**src/rtl/safe_load_steer.sv**
```systemverilog
module safe_load_steer #(
  parameter int NUM_CR   = 8,
  parameter int SQ_DEPTH = 48,
  parameter int CNT_W    = 16,
  localparam int CR_W = (NUM_CR > 1) ? $clog2(NUM_CR) : 1,
  localparam int SQ_W = (SQ_DEPTH > 1) ? $clog2(SQ_DEPTH) : 1,
  localparam int UC_W = $clog2(SQ_DEPTH + 1)
) (
  input  logic             clk,
  input  logic             rst_n,
  input  logic             cset_valid,
  input  logic [CR_W-1:0]  cset_idx,
  input  logic             cset_value,
  input  logic             flash_clr,
  input  logic             ld_valid,
  input  logic             ld_safe_op,
  input  logic             ld_scope,
  input  logic [CR_W-1:0]  ld_cr,
  input  logic             lq_full,
  output logic             ld_ready,
  output logic             ld_bypass,
  output logic             ld_enq,
  input  logic             st_disp_valid,
  input  logic [SQ_W-1:0]  st_disp_tag,
  input  logic             st_disp_safe,
  input  logic             st_ret_valid,
  input  logic [SQ_W-1:0]  st_ret_tag,
  input  logic             st_squash_valid,
  input  logic [SQ_W-1:0]  st_squash_tag,
  output logic [UC_W-1:0]  unsafe_stores,
  output logic             scope_safe,
  output logic [CNT_W-1:0] safe_cnt,
  output logic [CNT_W-1:0] queued_cnt
);

  logic [NUM_CR-1:1] cr_q;
  logic [NUM_CR-1:0] cr_file;
  logic              cr_hit, ld_safe;
  logic              cset_ok;

  assign cr_file = {cr_q, 1'b1};
  assign cset_ok = cset_valid && (cset_idx != '0) &&
                   ({1'b0, cset_idx} < (CR_W+1)'(NUM_CR));

  always_ff @(posedge clk or negedge rst_n)
    if (!rst_n)         cr_q <= '0;
    else if (flash_clr) cr_q <= '0;
    else if (cset_ok)   cr_q[cset_idx] <= cset_value;

  assign cr_hit = ({1'b0, ld_cr} < (CR_W+1)'(NUM_CR)) && cr_file[ld_cr];

  logic [SQ_DEPTH-1:0] st_live, st_unsafe;
  logic [UC_W-1:0]     unsafe_q;
  logic                disp_ok, ret_ok, sq_ok;
  logic                inc_u, dec_r, dec_s;

  assign disp_ok = st_disp_valid && !st_live[st_disp_tag];
  assign ret_ok  = st_ret_valid && st_live[st_ret_tag];
  assign sq_ok   = st_squash_valid && st_live[st_squash_tag] &&
                   !(st_ret_valid && st_ret_tag == st_squash_tag);
  assign inc_u   = disp_ok && !st_disp_safe;
  assign dec_r   = ret_ok && st_unsafe[st_ret_tag];
  assign dec_s   = sq_ok && st_unsafe[st_squash_tag];

  always_ff @(posedge clk or negedge rst_n)
    if (!rst_n) begin
      st_live   <= '0;
      st_unsafe <= '0;
      unsafe_q  <= '0;
    end else begin
      for (int i = 0; i < SQ_DEPTH; i++) begin
        if ((ret_ok && st_ret_tag == SQ_W'(i)) || (sq_ok && st_squash_tag == SQ_W'(i))) begin
          st_live[i]   <= 1'b0;
          st_unsafe[i] <= 1'b0;
        end else if (disp_ok && st_disp_tag == SQ_W'(i)) begin
          st_live[i]   <= 1'b1;
          st_unsafe[i] <= !st_disp_safe;
        end
      end
      unsafe_q <= unsafe_q + UC_W'(inc_u) - UC_W'(dec_r) - UC_W'(dec_s);
    end

  assign unsafe_stores = unsafe_q;
  assign scope_safe    = (unsafe_q == '0);

  assign ld_safe   = ld_safe_op && (ld_scope ? scope_safe : cr_hit);
  assign ld_ready  = ld_safe || !lq_full;
  assign ld_bypass = ld_valid && ld_safe;
  assign ld_enq    = ld_valid && !ld_safe && !lq_full;

  always_ff @(posedge clk or negedge rst_n)
    if (!rst_n) begin
      safe_cnt   <= '0;
      queued_cnt <= '0;
    end else begin
      if (ld_bypass) safe_cnt   <= safe_cnt + 1'b1;
      if (ld_enq)    queued_cnt <= queued_cnt + 1'b1;
    end


  cr_flash_chk: assert property (@(posedge clk) disable iff (!rst_n)
    flash_clr |=> (cr_q == '0));


  cr_write_chk: assert property (@(posedge clk) disable iff (!rst_n)
    (cset_ok && !flash_clr) |=> (cr_file[$past(cset_idx)] == $past(cset_value)));


  cr_zero_chk: assert property (@(posedge clk) disable iff (!rst_n)
    (ld_valid && ld_safe_op && !ld_scope && ld_cr == '0) |-> ld_bypass);


  ld_excl_chk: assert property (@(posedge clk) disable iff (!rst_n)
    $onehot0({ld_bypass, ld_enq}));


  unsafe_track_chk: assert property (@(posedge clk) disable iff (!rst_n)
    $countones(st_unsafe) == int'(unsafe_q));


  unsafe_bound_chk: assert property (@(posedge clk) disable iff (!rst_n)
    int'(unsafe_q) <= SQ_DEPTH);


  safe_cnt_chk: assert property (@(posedge clk) disable iff (!rst_n)
    ld_bypass |=> (safe_cnt == CNT_W'($past(safe_cnt) + 1'b1)));


  queued_cnt_chk: assert property (@(posedge clk) disable iff (!rst_n)
    ld_enq |=> (queued_cnt == CNT_W'($past(queued_cnt) + 1'b1)));

endmodule

```
**config.mk**
```make
export PLATFORM = sky130hd
export DESIGN_NAME = safe_load_steer
export DESIGN_NICKNAME = d
export VERILOG_FILES = /design/src/rtl/safe_load_steer.sv
export SDC_FILE = /design/constraint.sdc
export NUM_CORES = 1
export LEC_CHECK = 0
export ABC_CLOCK_PERIOD_IN_PS = 3430
export CAP_MARGIN = 20
export CORE_MARGIN = 3
export CORE_UTILIZATION = 45
export DETAILED_ROUTE_END_ITERATION = 12
export PLACE_DENSITY = 0.64
export SLEW_MARGIN = 20
export SYNTH_ARGS = -nofsm -noshare
export SYNTH_HDL_FRONTEND = slang
export SYNTH_SLANG_ARGS = --single-unit
```
**constraint.sdc**
```tcl
create_clock -name clk -period 3.43 [get_ports clk]
set_input_delay 0.5145 -clock clk [delete_from_list [all_inputs] [get_ports clk]]
set_output_delay 0.5145 -clock clk [all_outputs]
set_load 0.005 [all_outputs]
```
---- Word-level counts from Yosys, hierarchy flattened ----
Cells that the tools add are included.
word-level totals
  bits in registers ....................... 141
  input port bits ......................... 37
  output and inout bits ................... 42
  logic and storage cells ................. 729
cells by class
  add/sub/neg operators ................... 5
  magnitude comparators ................... 6
  equal/unequal tests ..................... 142
  multiplexer cells ....................... 210
  reduce and logical (&&, ||, !) cells .... 266
operator list
  operator                                                               count
  6-bit by 5-bit == test with 1-bit output, second input constant        48
  6-bit == test, second input constant                                   48
  1-bit 2-to-1 mux                                                       200
  1-bit logical AND                                                      158
  6-bit by 4-bit == test with 1-bit output, second input constant        24
  2-bit nonzero test                                                     49
  6-bit by 3-bit == test with 1-bit output, second input constant        12
  1-bit logical OR                                                       49
  6-bit by 2-bit == test with 1-bit output, second input constant        6
  16-bit by 1-bit adder with 16-bit output, second input constant        2
  1-bit binary-select mux with 6-bit select                              5
  6-bit logical NOT                                                      4
  6-bit by 7-bit < comparator with 1-bit output, second input constant   3
  6-bit by 1-bit == test with 1-bit output, second input constant        3
  7-bit 2-to-1 mux                                                       2
  6-bit by 1-bit subtractor with 6-bit output                            2
  3-bit by 4-bit < comparator with 1-bit output, second input constant   2
  7-bit bitwise mux                                                      1
  6-bit by 1-bit adder with 6-bit output                                 1
  6-bit == test                                                          1
  1-bit logical NOT                                                      5
  1-bit binary-select mux with 3-bit select                              1
  1-bit demux with 3-bit select                                          1
  3-bit by 1-bit >= comparator with 1-bit output, second input constant  1
  3-bit nonzero test                                                     1

---- Logic depth before layout (Yosys ltp) ----
Gate-level depths: netlist (run 1).
  word-level depth ........................ 8
  mapped depth ............................ 18
  depth with buffers taken out ............ 15

---- Least setup slack after synthesis (run 1) ----
Ideal clock, no wire load.
  path type ............................... input to register
  start ................................... input st_ret_tag[1]
  end ..................................... register unsafe_q[5], in the netlist unsafe_stores[5]
  library setup time ...................... 0.128 ns
  arrival time ............................ 4.163 ns
  required time ........................... 3.302 ns
  setup slack ............................. -0.860 ns
  stages .................................. 17
  path buffers ............................ 3
  cells stage by stage .................... clkbuf_1 -> buf_2 -> clkbuf_1 -> mux4_2 -> mux4_2 -> mux2_2 -> nand3b_1 -> o31ai_1 -> fa_1 -> ha_1 -> inv_1 -> ha_1 -> inv_1 -> fa_1 -> o21bai_1 -> a21oi_1 -> xor2_1
on the way
  cells in the longest elaborated chain, start to end .. 6
  elaborated cells on any way between the ends .. 13
  classes of those cells .................. add/sub: 2; eq/ne: 1; mux: 4; reduce/logical: 6
RTL lines
  what                                                                                     RTL line  RTL
  from (decl)                                                                              27        input logic [SQ_W-1:0] st_ret_tag,
  1-bit binary-select mux with 6-bit select / 6-bit == test (equally long branches)        58, 60
  1-bit 2-to-1 mux (not written as such) / 1-bit logical AND (equally long branches)       58, 60
  1-bit logical AND / 1-bit logical NOT (equally long branches)                            58, 60
  1-bit logical AND (on tied branches)                                                     62, 59
  6-bit by 1-bit subtractor with 6-bit output / 1-bit logical AND (equally long branches)  80, 63
  6-bit by 1-bit subtractor with 6-bit output *                                            80        unsafe_q <= unsafe_q + UC_W'(inc_u) - UC_W'(dec_r) - UC_W'(dec_s);
  to (signal assigned)                                                                     80
  to (decl)                                                                                53        logic [UC_W-1:0] unsafe_q;
Mark *: on every way between the ends. The rest lies on a longest branch, timed or not. The select of a mux whose other input is x is not followed.
A chain may end at the register's enable or synchronous reset.

---- Worst setup path after layout (run 1) ----
  start ................................... register st_unsafe[5]
  end ..................................... register unsafe_q[3], in the netlist unsafe_stores[3]
on the way
  cells in the longest elaborated chain, start to end .. 5
  elaborated cells on any way between the ends .. 8
  classes of those cells .................. add/sub: 2; mux: 4; reduce/logical: 2
RTL lines
  what                                           RTL line  RTL
  from (decl)                                    52        logic [SQ_DEPTH-1:0] st_live, st_unsafe;
  from (signal, indexed assignment)              77        st_unsafe[i] <= !st_disp_safe;
  1-bit binary-select mux with 6-bit select      62        assign dec_r = ret_ok && st_unsafe[st_ret_tag];
  1-bit 2-to-1 mux (not written as such)         62
  1-bit logical AND                              62
  6-bit by 1-bit subtractor with 6-bit output    80
  6-bit by 1-bit subtractor with 6-bit output *  80
Marked as above.

==> impl_metrics.tcl, run 1 <==
set metrics [dict create \
    outcome "finished with violations" \
    violations "negative setup slack" \
    drtPass1Iterations 5 \
    slew_viol_final 0 \
    finalPower_mw 6.122 \
    p_leak_nw 5.046 \
    ir_drop_v 0.0003843 \
    r2r-end "unsafe_stores[3]$_DFF_PN0_" \
    worstPathRequired_ns 3.75 \
    path_class "reg2reg" \
    cts.sinks 141 \
    synth-edff-count 0 \
    synth_compound_area_share_pct 14.47 \
    hold_class "in2async" \
    clockBufferDepth 2 \
    die_x_um 148.3 \
    finalHoldViolCount 0 \
    dpl_cell_area_mm2 0.01109 \
    avgSynthCellArea_um2 10.36 \
    postSynthCellCount 879 \
    drt.antenna.violating_nets 0 \
    htree_levels 4 \
    syn2layout_area_growth_pct 29.40 \
    syn_nets 928 \
    grt_use_total_pct 28.59 \
    die_h_um 148.3 \
    ioPinCount 79 \
    setup_viol 3 \
    drc 0 \
    yosysSeqAreaShare_pct 38.75 \
    synth_top_area_share_pct 38.75 \
    grt_overflow 0 \
    final_area_mm2 0.01178 \
    cellPowerDensity_mw_per_mm2 519.6 \
    synth_flop_cell "dfrtp_1" \
    ys_ff_latch 141 \
    synth_xor_area_share_pct 3.751 \
    viasPerCell 6.290 \
    r2r-start "st_unsafe[5]$_DFFE_PN0P_" \
    antenna_found_initial 0 \
    first_global_vias 8333 \
    ys_types 57 \
    num_vias 8404 \
    drv_cap 0 \
    reg2regPathDepth 14 \
    fmax_ghz 0.2776 \
    crit_fanout 3 \
    synth.largest_area_cell "dfrtp_1" \
    cts_tree "built" \
    finalSetupTns_ns -0.4034 \
    start_kind "flip-flop" \
    period_share_pct 105.0 \
    synth_fa_ha_area_share_pct 1.814 \
    mostFrequentLayoutCells "dfrtp_1, buf_4, nor2_1" \
    grt_max_degree 58 \
    synth.cell_area_mm2 0.009106 \
    timing.final.ws_setup_ns -0.1723 \
    initialDrtViolationCount 760 \
    start_util_pct 46.33 \
    cp.arrival_ns 3.92 \
    rows 51 \
    drive_gt1_share_pct 24.84 \
    clk_pin_slew_ns 0.07 \
    routed_wl_um 31120 \
    critPathCaptureType "flip-flop" \
    final_common_cell "dfrtp_1" \
    tightest_slew_ns 0.7749 \
    hold_buffers 0 \
    clockRootBuffer "clkbuf_16" \
    relSlewSlack_pct 47.86 \
    synth_top_family_by_area "multiplexers" \
    antennaDiodeCount 0 \
    ys_top_cells_by_area "dfrtp_1, mux4_2, mux2i_1" \
    worst-r2r-setup-slack_ns -0.17 \
    min_period_ns 3.602 \
    wl_per_cell_um 23.29 \
    rsz0062_at_grt "yes" \
    finClkSkew_ns 0.01217 \
    holdWs_ns 0.02368 \
    worstSkewPairLatency_ns 0.44 \
    coreArea_mm2 0.01965 \
    synthMuxAreaShare_pct 19.76 \
    async_reset_ff_share_pct 100.0 \
    portBuffers 78 \
    dp_hpwl_um 23500 \
    die_area_mm2 0.02198 \
    yosys_warnings 0 \
    post_synth_and_or_nand_nor_area_fraction_pct 17.46 \
    grt_pass1_wl_um 47750 \
    cts_buffers 17 \
    place_congestion 1.020 \
    nets 1107 \
]
==> cells by family after synthesis <==
kind of cell	Yosys count
fa+ha+maj	12
compound gates	183
xor+xnor	39
buf+inv	83
mux	105
flops	141
simple gates	316
==> sequential cells by signal, indices dropped and copies added, names as in the netlist <==
name	count
cr_q	7
queued_cnt	16
safe_cnt	16
st_live	48
st_unsafe	48
unsafe_stores	6
==> worst max path at each step <==
| stage | start | endpoint | slack, ns | depth (start not counted) |
|---|---|---|---|---|
| 6_report | st_unsafe[5]$_DFFE_PN0P_ | unsafe_stores[3]$_DFF_PN0_ | -0.17 | 14 |
| 5_1_grt | st_unsafe[44]$_DFFE_PN0P_ | unsafe_stores[5]$_DFF_PN0_ | -0.23 | 14 |
| 4_1_cts | st_live[6]$_DFFE_PN0P_ | unsafe_stores[5]$_DFF_PN0_ | -0.16 | 14 |
| 3_5_place_dp | st_squash_tag[1] | unsafe_stores[5]$_DFF_PN0_ | -0.80 | 16 |
| 3_3_place_gp | st_squash_tag[1] | unsafe_stores[5]$_DFF_PN0_ | -0.74 | 16 |
| 2_1_floorplan | st_squash_tag[0] | unsafe_stores[5]$_DFF_PN0_ | -0.40 | 16 |
==> per-layer routing <==
layer	track usage [%]	wire, um	up-vias
met4	15.43	1901	0
li1	-	-	3695
met2	45.35	14290	504
met3	6.490	3072	119
met5	0	0	-
met1	36.65	11850	4086
==> timing repair <==
action,CTS,global route
resized for setup,7,10
pin swaps,2,6
buffers inserted,5,4
endpoints found under the setup margin,4,4
==> stage by stage <==
| stage | std cells | util [%] | setup slack [ns] |
|---|---|---|---|
| final | 1336 | 59.96 | -0.1723 |
| after global routing | 1336 | 59.96 | -0.2292 |
| after CTS | 1332 | 59.62 | -0.1613 |
| after detailed placement | 1295 | 56.44 | -0.8041 |
| after global placement | 1295 | 56.44 | -0.7427 |
| after floorplan | 879 | - | -0.3972 |
==> worst max-delay path, stage by stage (launching register included) <==
cell and delay [ns]:
dfrtp_1 0.45, mux4_2 0.47, mux4_2 0.47, mux2_4 0.28, nand3b_1 0.14, o31ai_2 0.10, fa_2 0.40, ha_4 0.24
inv_4 0.05, ha_4 0.13, inv_2 0.03, fa_2 0.33, buf_4 0.13, buf_4 0.12, xor2_1 0.13
==> Yosys cell counts, drive strengths merged, types with 2 or more instances <==
library cell / number
clkbuf: 45
nand4: 7
nand2b: 18
nand4b: 3
nand2: 44
a32o: 30
buf: 18
and3b: 2
mux2: 3
nor4: 5
o21ai: 18
a221oi: 3
and3: 12
dfrtp: 141
nor2: 110
or2: 3
a31oi: 40
nor4b: 2
ha: 10
xnor2: 23
a22oi: 6
nand3: 19
and4: 3
nor2b: 3
xor2: 16
nor4bb: 3
a22o: 2
nand3b: 2
mux2i: 44
a211oi: 48
or3: 4
a21oi: 29
and2: 28
mux4: 58
nor3: 40
inv: 20
nor3b: 5
fa: 2
==> report_power, final <==
part	internal (mW)	switching (mW)
clock	1.02	0.828
combinational	1.08	0.870
sequential	1.99	0.332
total	4.09	2.03
==> final cells by class <==
class,count,area (um^2)
sequential,141,3532
tap,265,331.6
timing repair buffer,223,1987
clock buffer,18,429.2
inverter,20,77.57
clock inverter,14,145.1
fill,1686,7870
multi-input combinational,655,5281
(Power assumes the default switching activity.)
==> run 2: changes to the inputs <==
--- a/config.mk
+++ b/config.mk
@@ -11,6 +11,7 @@
 export CORE_UTILIZATION = 45
 export DETAILED_ROUTE_END_ITERATION = 12
 export PLACE_DENSITY = 0.64
+export RECOVER_POWER = 25
 export SLEW_MARGIN = 20
 export SYNTH_ARGS = -nofsm -noshare
 export SYNTH_HDL_FRONTEND = slang
==> run 2 against run 1 <==
Net effect:
- the run ends with max-capacitance violations, max-slew violations, negative setup slack left
- power barely moved
- register-to-register slack barely moved
- wire length is essentially flat
- non-clock buffer count stayed put
- die area unchanged
- maximum frequency barely moved
- hold slack better by 0.44 ns
- sequential cell count is the same
- largest cell class unchanged
- highest routed layer unchanged
==> impl_metrics.tcl, run 2 (synthesized netlist as in run 1, its figures left out) <==
set metrics [dict create \
    switchingPower_mw 2.030 \
    coreArea_mm2 0.01965 \
    num_vias 8402 \
    mostFrequentLayoutCells "dfrtp_1, buf_4, nor2_1" \
    drive_gt1_share_pct 24.74 \
    drt.antenna.violating_nets 0 \
    finClkSkew_ns 0.01212 \
    die_area_mm2 0.02198 \
    final_area_mm2 0.01178 \
    crit_chain "mux4_2 -> mux4_2 -> mux2_4 -> nand3b_1 -> o31ai_2 -> fa_2 -> ha_4 -> inv_4 -> ha_4 -> inv_2 -> fa_2 -> buf_4 -> buf_4 -> xor2_1" \
    slew_viol_final 54 \
    timing.final.ws_setup_ns -0.1728 \
    cts.sinks 141 \
    crit_fanout 3 \
    htree_levels 4 \
    ir_drop_v 0.0003842 \
    n_fill_cell 1685 \
    clk_pin_slew_ns 0.07 \
    violations "max-capacitance violations, max-slew violations, negative setup slack" \
    portBuffers 78 \
    p_leak_nw 5.044 \
    period_share_pct 105.0 \
    critPathCaptureType "flip-flop" \
    reg_top3 "st_live x48, st_unsafe x48" \
    dpl_cell_area_mm2 0.01109 \
    rows 51 \
    rsz0062_at_grt "yes" \
    place_congestion 1.020 \
    cts_buffers 17 \
    antennaDiodeCount 0 \
    relSlewSlack_pct -83.51 \
    final_common_cell "dfrtp_1" \
    grt_overflow 0 \
    drc 0 \
    routed_wl_um 31110 \
    fin_cells 1336 \
    dp.cells 1295 \
    clockRootBuffer "clkbuf_16" \
    antenna_found_initial 0 \
    clockBufferDepth 2 \
    hold_class "reg2reg" \
    clkPwrFrac_pct 30.2 \
    cts_tree "built" \
    wl_per_cell_um 23.29 \
    drtPass1Iterations 5 \
    start_kind "flip-flop" \
    worstPathRequired_ns 3.75 \
    cellPowerDensity_mw_per_mm2 519.7 \
    crit_family "multiplexers" \
    switching_share_pct 33.16 \
    grt_max_degree 58 \
    syn2layout_area_growth_pct 29.39 \
    tightest_slew_ns 2.753 \
    min_period_ns 3.603 \
    first_global_vias 8333 \
    slowest_delay_ns 0.47 \
    outcome "finished with violations" \
    cp_num_buf_inv 4 \
    finalSetupTns_ns -0.4041 \
    grt_use_total_pct 28.59 \
    pre_cts_ws_ns -0.8041 \
    finalHoldViolCount 0 \
    p_int_mw 4.092 \
    die_h_um 148.3 \
    fmax_ghz 0.2776 \
    viasPerCell 6.289 \
    worstSkewPairLatency_ns 0.44 \
    dp_hpwl_um 23500 \
    fin_util_pct 59.95 \
    hold_buffers 0 \
    start_util_pct 46.33 \
    grt_pass1_wl_um 47750 \
    drv_cap 1 \
    ioPinCount 79 \
    cpMaxStageDelayCell "mux4_2" \
    nets 1107 \
    die_x_um 148.3 \
    power_frac_seq_pct 37.9 \
    path_class "reg2reg" \
    power_frac_comb_pct 31.9 \
    setup_viol 3 \
    cp.arrival_ns 3.92 \
    initialDrtViolationCount 760 \
]
==> run 2: power groups by stage <==
stage / clock network, mW / registers (mW) / logic (mW)
after floorplan: 0 / 2.24 / 1.03
after global placement: 0 / 2.33 / 1.83
after detailed placement: 0 / 2.33 / 1.88
after CTS: 1.88 / 2.30 / 1.90
after global routing: 1.95 / 2.35 / 2.13
final: 1.85 / 2.32 / 1.95
==> run 2: routing by layer <==
layer	track usage, %	vias to the layer above	routed length, um
li1	-	3693	-
met1	36.65	4076	11840
met2	45.35	511	14290
met3	6.490	122	3088
met4	15.43	0	1899
met5	0	-	0
==> run 2: area by class of cell <==
cell class	count	area [um^2]	area share, %
inverters	20	77.57	0.6584
clock buffers	18	429.2	3.642
well taps	265	331.6	2.814
flip-flops and latches	141	3532	29.98
repair buffers	223	1986	16.85
multi-input cells	655	5281	44.82
clock inverters	14	145.1	1.232
==> run 2: final timing paths <==
kind / from / endpoint / slack (ns) / cells after the start
worst max register to register: st_unsafe[5]$_DFFE_PN0P_ / unsafe_stores[3]$_DFF_PN0_ / -0.17 / 14
max in group asynchronous: rst_n / st_unsafe[6]$_DFFE_PN0P_ / 0.51 / 1
worst max-delay path: st_unsafe[5]$_DFFE_PN0P_ / unsafe_stores[3]$_DFF_PN0_ / -0.17 / 14
worst min-delay path: safe_cnt[15]$_DFFE_PN0P_ / safe_cnt[15]$_DFFE_PN0P_ / 0.46 / 1
worst min register to register: safe_cnt[15]$_DFFE_PN0P_ / safe_cnt[15]$_DFFE_PN0P_ / 0.46 / 1
min in group asynchronous: rst_n / cr_q[5]$_DFFE_PN0P_ / 1.14 / 1
==> run 2: through the flow <==
stage | total power [mW] | hold WS (ns)
2_1_floorplan | 3.272 | 0.2189
3_3_place_gp | 4.164 | 0.4558
3_5_place_dp | 4.206 | 0.4596
4_1_cts | 6.081 | 0.03941
5_1_grt | 6.431 | 0.4875
6_report | 6.123 | 0.4648
==> run 2: repair_timing <==
action,CTS,global route
pin swaps,2,6
buffers inserted,5,4
resized for setup,7,10
endpoints found under the setup margin,4,4
==> run 3: changes to the inputs <==
--- a/config.mk
+++ b/config.mk
@@ -8,9 +8,9 @@
 export ABC_CLOCK_PERIOD_IN_PS = 3430
 export CAP_MARGIN = 20
 export CORE_MARGIN = 3
-export CORE_UTILIZATION = 45
+export CORE_UTILIZATION = 53
 export DETAILED_ROUTE_END_ITERATION = 12
-export PLACE_DENSITY = 0.64
+export PLACE_DENSITY = 0.74
 export RECOVER_POWER = 25
 export SLEW_MARGIN = 20
 export SYNTH_ARGS = -nofsm -noshare
==> run 3 against run 2 <==
Net effect:
- the run still ends with max-capacitance violations, max-slew violations, negative setup slack left
- power increased by 1.2%
- clock power increased by 6%
- via count increased by 0.26%
- first-iteration DRC count increased by 24%
- critical endpoint is now unsafe_stores[5]$_DFF_PN0_
- sequential cell count unchanged
==> impl_metrics.tcl, run 3 (synthesized netlist as in run 1, its figures left out) <==
set metrics [dict create \
    drc 0 \
    drt.antenna.violating_nets 0 \
    rows 47 \
    start_util_pct 54.53 \
    period_share_pct 105.7 \
    min_period_ns 3.624 \
    mostFrequentLayoutCells "dfrtp_1, buf_4, nor2_1" \
    nets 1088 \
    portBuffers 78 \
    wl_per_cell_um 24.06 \
    p_leak_nw 4.984 \
    clk_pin_slew_ns 0.06 \
    grt_use_met3_pct 7.022 \
    start_kind "flip-flop" \
    path_class "reg2reg" \
    drv_cap 1 \
    rsz0062_at_grt "yes" \
    cellPowerDensity_mw_per_mm2 533.0 \
    fmax_ghz 0.2759 \
    violations "max-capacitance violations, max-slew violations, negative setup slack" \
    initialDrtViolationCount 943 \
    grt_max_degree 62 \
    critPathCaptureType "flip-flop" \
    timing.final.ws_setup_ns -0.1944 \
    finalHoldViolCount 0 \
    relSlewSlack_pct -87.50 \
    syn2layout_area_growth_pct 27.63 \
    finalPower_mw 6.195 \
    multi_input_area_mm2 0.005285 \
    grt_overflow 0 \
    worstSkewPairLatency_ns 0.43 \
    htree_levels 4 \
    cts_buffers 17 \
    antenna_found_initial 0 \
    place_congestion 1.022 \
    grt_pass1_wl_um 46750 \
    pre_cts_ws_ns -0.8173 \
    slew_viol_final 61 \
    slowest_delay_ns 0.49 \
    hold_class "reg2reg" \
    outcome "finished with violations" \
    cts.sinks 141 \
    drive_gt1_share_pct 23.10 \
    viasPerCell 6.623 \
    drtPass1Iterations 7 \
    cts_tree "built" \
    cpMaxStageDelayCell "mux4_2" \
    setup_viol 3 \
    grt_use_total_pct 33.33 \
    antennaDiodeCount 0 \
    first_global_vias 8186 \
    cp.arrival_ns 3.93 \
    grt.met1_usage_pct 42.24 \
    die_h_um 137.1 \
    num_vias 8424 \
    finClkSkew_ns 0.008986 \
    worstPathRequired_ns 3.74 \
    routed_wl_um 30610 \
    die_x_um 137.1 \
    coreArea_mm2 0.01670 \
    grt_busiest_layer "met2" \
    reg_top3 "st_live x48, st_unsafe x48" \
    clockRootBuffer "clkbuf_16" \
    ioPinCount 79 \
    n_fill_cell 1234 \
    crit_fanout 3 \
    crit_chain "mux4_2 -> mux4_2 -> mux2_4 -> nand3b_1 -> o31ai_4 -> fa_2 -> ha_4 -> inv_2 -> ha_4 -> inv_2 -> fa_2 -> o21bai_1 -> a21oi_1 -> xor2_1" \
    final_common_cell "dfrtp_1" \
    clockBufferDepth 2 \
    regArea_mm2 0.003528 \
    met2_usage_pct 53.57 \
    tightest_slew_ns 2.812 \
    dp_hpwl_um 22570 \
    ir_drop_v 0.0003711 \
    die_area_mm2 0.01879 \
]
[run 3: changes by cell type in the layout (fill, tap and decap cells not counted), moves of 2 or more]
| cell | previous run | this run |
|---|---|---|
| buf_4 | 134 | 118 |
| dfrtp_1 | 138 | 141 |
| dfrtp_2 | 3 | 0 |
| inv_6 | 6 | 3 |
| buf_12 | 10 | 8 |
| bufinv_16 | 1 | 3 |
| clkinv_4 | 2 | 4 |
[run 3: area by class of cell]
cell class                 count  area share (%)
tap                          220           2.368
inverter                      20          0.6459
clock buffer                  18           3.779
sequential                   141           30.36
multi-input combinational    655           45.47
timing repair buffer         204           15.80
clock inverter                14           1.572
[run 3: metrics by stage]
stage                     area [um^2]  utilization, %  setup TNS [ns]  hold WS, ns  std cells
after floorplan                  9164               -         -0.9939       0.2189        879
after detailed placement        10900           65.28          -3.110       0.4562       1237
after CTS                       11590           69.40         -0.1438      0.07503       1272
final                           11620           69.59         -0.3023       0.4728       1272
after global routing            11620           69.59         -0.3864       0.4791       1272
after global placement          10900           65.28          -2.778       0.4569       1237
[run 3: power breakdown]
group	internal (mW)	switching (mW)	total, mW
registers	1.99	0.344	2.33
clock network	1.18	0.780	1.96
logic	1.04	0.861	1.91
[run 3: worst max-delay path: cells and delay by family, from the launching register on]
kind | cells | cell delay [ns]
DFF | 1 | 0.45
AOI/OAI and AO/OA | 3 | 0.34
xor gates and xnor gates | 1 | 0.14
buffers and inverters | 2 | 0.09
muxes | 3 | 1.25
adders and majority gates | 4 | 1.07
and+or+nand+nor | 1 | 0.17
[run 3: worst paths after layout]
kind,startpoint,end,slack [ns],cells past startpoint
worst max-delay path,st_unsafe[5]$_DFFE_PN0P_,unsafe_stores[5]$_DFF_PN0_,-0.19,14
worst min-delay path,safe_cnt[15]$_DFFE_PN0P_,safe_cnt[15]$_DFFE_PN0P_,0.47,1
worst max register to register,st_unsafe[5]$_DFFE_PN0P_,unsafe_stores[5]$_DFF_PN0_,-0.19,14
worst min register to register,safe_cnt[15]$_DFFE_PN0P_,safe_cnt[15]$_DFFE_PN0P_,0.47,1
max in group asynchronous,rst_n,st_live[12]$_DFFE_PN0P_,0.67,1
min in group asynchronous,rst_n,cr_q[4]$_DFFE_PN0P_,1.13,1
[run 3: layer usage]
layer / wire length [um] / share of wire [%]
met1: 11690 / 38
met2: 14090 / 46
met3: 3050 / 10
met4: 1775 / 5.8
met5: 0 / 0
[run 3: what timing repair did]
action	in CTS	in global routing
setup buffers	2	0
resized for setup	6	8
gates cloned	1	0
setup endpoints to repair	4	4
pin swaps	1	0
hold buffers	0	0
